## src/rtl/synth_cfg_pkg.sv

```systemverilog
package synth_cfg_pkg;
  localparam int STG_W   = 21;
  localparam int AUX_W   = 8;
  localparam int M_W     = 9;
  localparam int A_W     = 4;
  localparam int M_LSB   = 12;
  localparam int A_LSB   = 8;
  localparam int PRE_POS = 7;

  typedef struct packed {
    logic [M_W-1:0] m;
    logic [A_W-1:0] a;
    logic           pre_n;
  } div_cfg_t;

  function automatic div_cfg_t word_to_cfg(input logic [STG_W-1:0] w);
    div_cfg_t c;
    c.m     = w[M_LSB +: M_W];
    c.a     = w[A_LSB +: A_W];
    c.pre_n = w[PRE_POS];
    return c;
  endfunction
endpackage

```

## src/rtl/cfg_sync_edge.sv

```systemverilog
module cfg_sync_edge #(
  parameter int W      = 4,
  parameter int STAGES = 2
) (
  input  logic         clk,
  input  logic         rst,
  input  logic [W-1:0] async_in,
  output logic [W-1:0] lvl,
  output logic [W-1:0] rise
);
  logic [W-1:0] stg [STAGES];
  logic [W-1:0] prev;

  always_ff @(posedge clk) begin
    if (rst) stg[0] <= '0;
    else     stg[0] <= async_in;
  end

  for (genvar s = 1; s < STAGES; s++) begin : g_stage
    always_ff @(posedge clk) begin
      if (rst) stg[s] <= '0;
      else     stg[s] <= stg[s-1];
    end
  end

  always_ff @(posedge clk) begin
    if (rst) prev <= '0;
    else     prev <= stg[STAGES-1];
  end

  assign lvl  = stg[STAGES-1];
  assign rise = stg[STAGES-1] & ~prev;

  p_rise_single_r1: assert property (@(posedge clk) disable iff (rst)
    rise != '0 |=> (rise & $past(rise)) == '0);
endmodule

```

## src/rtl/cfg_shift_chain.sv

```systemverilog
module cfg_shift_chain #(
  parameter int W = 8
) (
  input  logic         clk,
  input  logic         rst,
  input  logic         en,
  input  logic         din,
  output logic [W-1:0] q
);
  always_ff @(posedge clk) begin
    if (rst)     q <= '0;
    else if (en) q <= {q[W-2:0], din};
  end

  p_hold_idle_r4: assert property (@(posedge clk) disable iff (rst)
    !en |=> $stable(q));
  p_msb_first_r2: assert property (@(posedge clk) disable iff (rst)
    en |=> q[0] == $past(din) && q[W-1:1] == $past(q[W-2:0]));
endmodule

```

## src/rtl/cfg_src_mux.sv

```systemverilog
module cfg_src_mux
  import synth_cfg_pkg::*;
(
  input  logic     clk,
  input  logic     rst,
  input  logic     direct_sel,
  input  div_cfg_t pin_cfg,
  input  div_cfg_t act_cfg,
  output div_cfg_t out_cfg
);
  always_ff @(posedge clk) begin
    if (rst)             out_cfg <= '0;
    else if (direct_sel) out_cfg <= pin_cfg;
    else                 out_cfg <= act_cfg;
  end

  p_direct_src_r7: assert property (@(posedge clk) disable iff (rst)
    direct_sel |=> out_cfg == $past(pin_cfg));
  p_serial_src_r8: assert property (@(posedge clk) disable iff (rst)
    !direct_sel |=> out_cfg == $past(act_cfg));
endmodule

```

## src/rtl/synth_cfg_reg.sv

```systemverilog
module synth_cfg_reg
  import synth_cfg_pkg::*;
#(
  parameter int SYNC_STAGES = 2
) (
  input  logic             clk,
  input  logic             rst,
  input  logic             ser_clk,
  input  logic             ser_data,
  input  logic             ser_load,
  input  logic             ser_enh_we,
  input  logic             direct_sel,
  input  logic [M_W-1:0]   pin_m,
  input  logic [A_W-1:0]   pin_a,
  input  logic             pin_pre_n,
  output logic [M_W-1:0]   out_m,
  output logic [A_W-1:0]   out_a,
  output logic             out_pre_n,
  output logic [AUX_W-1:0] out_enh
);
  localparam int IDX_CLK  = 3;
  localparam int IDX_DAT  = 2;
  localparam int IDX_LOAD = 1;
  localparam int IDX_ENH  = 0;

  logic [3:0] s_lvl, s_rise;
  logic       stg_en, aux_en, commit;
  logic [STG_W-1:0] stg_q, act_q;
  logic [AUX_W-1:0] aux_q;
  div_cfg_t pin_cfg, act_cfg, out_cfg;

  cfg_sync_edge #(.W(4), .STAGES(SYNC_STAGES)) u_sync (
    .clk      (clk),
    .rst      (rst),
    .async_in ({ser_clk, ser_data, ser_load, ser_enh_we}),
    .lvl      (s_lvl),
    .rise     (s_rise)
  );

  assign stg_en = s_rise[IDX_CLK] & ~s_lvl[IDX_ENH] & ~s_lvl[IDX_LOAD];
  assign aux_en = s_rise[IDX_CLK] &  s_lvl[IDX_ENH];
  assign commit = s_rise[IDX_LOAD];

  cfg_shift_chain #(.W(STG_W)) u_stg (
    .clk (clk), .rst (rst), .en (stg_en), .din (s_lvl[IDX_DAT]), .q (stg_q)
  );

  cfg_shift_chain #(.W(AUX_W)) u_aux (
    .clk (clk), .rst (rst), .en (aux_en), .din (s_lvl[IDX_DAT]), .q (aux_q)
  );

  always_ff @(posedge clk) begin
    if (rst)         act_q <= '0;
    else if (commit) act_q <= stg_q;
  end

  assign act_cfg = word_to_cfg(act_q);
  assign pin_cfg = '{m: pin_m, a: pin_a, pre_n: pin_pre_n};

  cfg_src_mux u_mux (
    .clk        (clk),
    .rst        (rst),
    .direct_sel (direct_sel),
    .pin_cfg    (pin_cfg),
    .act_cfg    (act_cfg),
    .out_cfg    (out_cfg)
  );

  assign out_m     = out_cfg.m;
  assign out_a     = out_cfg.a;
  assign out_pre_n = out_cfg.pre_n;
  assign out_enh   = aux_q;

  p_commit_copy_r6: assert property (@(posedge clk) disable iff (rst)
    commit |=> act_q == $past(stg_q));
  p_act_hold_r6: assert property (@(posedge clk) disable iff (rst)
    !commit |=> $stable(act_q));
  p_strobe_lock_r5: assert property (@(posedge clk) disable iff (rst)
    s_lvl[IDX_LOAD] |=> $stable(stg_q));
  p_aux_guard_r4: assert property (@(posedge clk) disable iff (rst)
    s_lvl[IDX_ENH] |=> $stable(stg_q));
  p_aux_idle_r3: assert property (@(posedge clk) disable iff (rst)
    !s_lvl[IDX_ENH] |=> $stable(aux_q));
endmodule

```

## config.mk

```make
export PLATFORM = sky130hd
export DESIGN_NAME = synth_cfg_reg
export DESIGN_NICKNAME = d
export VERILOG_FILES = /design/src/rtl/synth_cfg_pkg.sv /design/src/rtl/cfg_sync_edge.sv /design/src/rtl/cfg_shift_chain.sv /design/src/rtl/cfg_src_mux.sv /design/src/rtl/synth_cfg_reg.sv
export SDC_FILE = /design/constraint.sdc
export NUM_CORES = 1
export LEC_CHECK = 0
export BUFFER_PORTS_ARGS = -buffer_cell sky130_fd_sc_hd__buf_2
export CAP_MARGIN = 20
export CELL_PAD_IN_SITES_DETAIL_PLACEMENT = 1
export CELL_PAD_IN_SITES_GLOBAL_PLACEMENT = 2
export CORE_AREA = 3 3 86 88
export CTS_CLUSTER_SIZE = 14
export DETAILED_ROUTE_END_ITERATION = 6
export DIE_AREA = 0 0 89 91
export PLACE_DENSITY = 0.79
export SLEW_MARGIN = 10
export SYNTH_ARGS = -nofsm -noshare
export SYNTH_HDL_FRONTEND = slang
export SYNTH_SLANG_ARGS = --single-unit
```

## constraint.sdc

```tcl
create_clock -name clk -period 2.8 [get_ports clk]
set_clock_uncertainty 0.15 [all_clocks]
set_input_delay 0.28 -clock clk [delete_from_list [all_inputs] [get_ports clk]]
set_output_delay 0.28 -clock clk [all_outputs]
set_load 0.005 [all_outputs]
```

# After elaboration in Yosys (flattened, before gate mapping)
# Memories as Yosys holds them, arrays and structs flattened.
# Cells that the tools add are included.
# Widths: inputs -> output; s select.
# classes
n_mux	6
n_bitwise	9
# op_table
cell	n
$mux 14	1
$mux 4	2
$and 4x4->4	1
$not 4->4	1
$and 1x1->1	3
$mux 1	3
$not 1->1	2
$or 1x1->1	2
# word_totals
ff_bits	68
ramBits	8
in_bits	21
out_inout_bits	22
wordCells	23
memories	1
# mem_list
memory	words	word_bits	rd	rd_ports_with_merged_regs	write_ports	line	source
u_sync.stg	2	4	2	0	2	cfg_sync_edge.sv:11	logic [W-1:0] stg [STAGES];

# Logic depth before layout (Yosys ltp)
# depth
word_depth	4
depth_mapped	4
mapped_depth_nobuf	3

# Hierarchy
# From an unflattened synthesis, not the netlist that was laid out.
# hier_totals
cells_unflattened	215
hier_area_um2	2458.6
# by_module_without_submodules
mod	n_inst	cells_per_inst	area_per_inst_um2
cfg_shift_chain at u_stg	1	68	752.0
synth_cfg_reg	1	47	521.8
cfg_src_mux	1	45	508.0
cfg_sync_edge	1	29	391.6
cfg_shift_chain at u_aux	1	26	285.3

# Worst setup path before layout
# OpenSTA, ideal clock, no wires.
# synth_timing
path_type	reg-to-reg
startpoint	register u_sync.prev[3] (read register of u_sync.stg)
endpoint	register u_stg.q[10]
arrival_ns	1.114
setup_slack_ns	1.404
stages_incl_launch_ff	5
synth_period_minus_slack_ns	1.396
cell_sequence	dfxtp_1 -> or4b_4 -> buf_6 -> nand2_1 -> a21oi_1
# synth_between
elab_chain_len	4
# synth_lines
item	line	source
start: declaration	cfg_sync_edge.sv:12	logic [W-1:0] prev;
$not 4->4	cfg_sync_edge.sv:32	assign rise = stg[STAGES-1] & ~prev;
$and 4x4->4	cfg_sync_edge.sv:32	
$and 1x1->1 (2 in a row)	synth_cfg_reg.sv:40	assign stg_en = s_rise[IDX_CLK] & ~s_lvl[IDX_ENH] & ~s_lvl[IDX_LOAD];
end signal: assignment	cfg_shift_chain.sv:12	else if (en) q <= {q[W-2:0], din};
end: declaration	cfg_shift_chain.sv:8	output logic [W-1:0] q
# No other way between the ends.
# A chain may end at the register's enable or synchronous reset.

==> results.yml <==
finish:
  layout-drive-gt1-share: 0.198
  postLayoutCoreUtil: 0.404
  layout_commonest_cell: "nand2_1"
  antenna_cells: 0
  finish.cell_count_without_fillers: 383
  areaGrowthSynthToFinish_pct: 19.4
  final_nets: 320
  layout.cells.most_common_list: "nand2_1 (86), dfxtp_1 (67), a21oi_1 (43)"
  fillers: 829
  finish.instance_area_um2: 2720
global_route:
  globalRouteOverflowTotal: 0
  vias_in_the_first_global_route: 1750
  grt_pass1_wl_um: 7640
  grt_overall_usage: 0.119
  initial_antenna_violation_count: 0
  grt_start_max_net_pins: 68
floorplan:
  fp.dieArea_um2: 8100
  core-area_um2: 6720
  floorplan.initialDensity: 0.338
  pin_count: 43
  die_w_um: 89
  die_h_um: 91
  fp-row-count: 30
synthesis:
  netlist_top_cells_area: "dfxtp_1 (59%), nand2_1 (14%), a21oi_1 (9.5%)"
  mappedNetlistArea_um2: 2270
  synth_nets: 277
  post_synth_num_cell_types: 15
  average_size_of_a_mapped_cell_um2: 8.88
  yosysTopAreaCellShare: 0.590
  post-synth-top-area-cell: "dfxtp_1"
  synth_seq_cells: 67
  ys_warn_count: 0
  synth.yosys.seq_area_share: 0.590
  synthesis.instances: 256
placement:
  dpl_cell_area_um2: 2520
  dp.cells: 365
  hpwl_um: 2920
  place_worst_setup_slack_ns: 1.11
  gp_congestion: 0.665
  port_buffers: 42
pwr:
  p_total_mw: 1.72
  power.density_cell_area_nw_per_um2: 633
  vdd_drop_max_mv: 0.271
  total_leakage_power_nw: 1.08
min_path:
  worstHoldPathType: "input port to flop"
  min_delay_worst_endpoint: "u_sync.stg[0][3]"
  hold_path_startpoint: "ser_clk"
  holdPathStages: 2
sta:
  holdWs_ns: 0.0184
  grt_setup_unrepaired: "false"
  timing.final.setup_violations: 0
  min_period_over_period: 0.585
  timing.final.crit_period_ns: 1.64
  setup_slack_ns: 1.16
  final_max_slew_viol_count: 0
  relSlewSlack: 0.413
  worstMarginPinSlew_ns: 0.878
  fmaxAchievable_mhz: 611
  timing_hold_violations_final: 0
  setup_tns_ns: 0
critical_path:
  timing.critical_path.max_delay_family: "simple AND/OR/NAND/NOR gates"
  critical_path_class: "flop to flop"
  worst_setup_path_start_kind: "flop"
  setup.worst_path.end_class: "flop"
  cp.required_ns: 2.91
  worstRegToRegCells: 3
  critical_path.n_buffers_inverters: 0
  reg2reg_slack_ns: 1.16
  critPathMaxFanout: 14
  worstReg2RegEnd: "act_q[9]"
  worst_ep_arrival_time_ns: 1.75
  worst_path_max_delay_cell: "nor2b_1"
  cp_cell_sequence: "nor2b_1, nand2_1, a21oi_1"
  crit_path_max_incr_delay_ns: 0.73
  critical_path.reg2reg.startpoint: "u_sync.stg[1][1]"
detailed_routing:
  vias_per_cell: 4.59
  post_drt_wl_per_cell_um: 11.6
  drt-pass1-iter-count: 4
  postRouteAntennaNets: 0
  drtIter0Drc: 53
  routed-via-count: 1759
  drt_drc_violations_left: 0
  detail_route.wirelength_um: 4450
cts:
  clock-root-buffer: "clkbuf_8"
  cts-hold-fix-buffers: 3
  cts.htree.levels: 3
  tritoncts: "yes"
  cts.sinks: 67
  post_cts_resize_count: 0
  cts_setup_buffers: 0
  cts.clk_slew.worst_paths_ns: 0.07
  clk_latency_ns: 0.33
  clk_path_buf_depth: 2
  tritoncts.num_buffers: 9
outcome:
  status: "completed"
job:
  timing.max_cap.violations: 0
[synthesized netlist by cell type]
cell	count
nor2_1	14
dfxtp_1	67
a21oi_1	43
or4b_4	1
buf_2	5
nor2b_1	11
mux2i_1	14
nor4b_2	1
buf_6	2
clkbuf_1	6
nand2_1	86
nand2b_1	1
and3b_1	1
nand3b_1	1
buf_1	3
[where the power goes]
part	leakage, nW	internal, mW	switching [mW]
Sequential	0.544	0.967	0.00482
Clock	0.0860	0.336	0.332
Combinational	0.451	0.0345	0.0441
Total	1.08	1.34	0.381
[cells by family after synthesis]
| family | after synthesis | synth area share |
|---|---|---|
| AOI/OAI and AO/OA | 43 | 0.0947 |
| buffers and inverters | 16 | 0.0358 |
| and+or+nand+nor | 116 | 0.218 |
| DFF | 67 | 0.590 |
| muxes | 14 | 0.0616 |
[sequential cells by signal, summed over array words and instances (netlist names)]
signal / cells
u_sync.stg: 8
u_sync.prev: 2
u_aux.q: 8
u_stg.q: 21
act_q: 14
u_mux.out_cfg: 14
[worst max path at each step]
stage | startpoint | endpoint | slack (ns) | depth (start not counted)
2_1_floorplan | u_sync.prev[3] | u_stg.q[10] | 1.40 | 4
3_3_place_gp | u_sync.stg[1][1] | act_q[15] | 1.13 | 3
3_5_place_dp | u_sync.stg[1][1] | act_q[12] | 1.11 | 3
4_1_cts | u_sync.stg[1][1] | act_q[9] | 1.10 | 3
5_1_grt | u_sync.stg[1][1] | act_q[9] | 0.90 | 3
6_report | u_sync.stg[1][1] | act_q[9] | 1.16 | 3
[worst reg2reg max path: stages (launching register included)]
cell and delay (ns):
dfxtp_1 0.39, nor2b_1 0.73, nand2_1 0.15, a21oi_1 0.16
[area by class of cell]
class | count | area [µm²] | area share
well taps | 80 | 100 | 0.0369
clock inverters | 3 | 15.0 | 0.00553
clock buffers | 12 | 145 | 0.0535
flip-flops and latches | 67 | 1340 | 0.494
repair buffers | 48 | 263 | 0.0968
multi-input cells | 173 | 851 | 0.313
[metal layers]
layer  vias up  global-route usage  part of all wire
met5         -                   0                 0
met4         0              0.0596             0.019
met3         7              0.0299             0.050
met2        46               0.186              0.44
met1       799               0.149              0.49
li1        907                   -                 -
No activity file was read; power rests on OpenSTA's default activity.
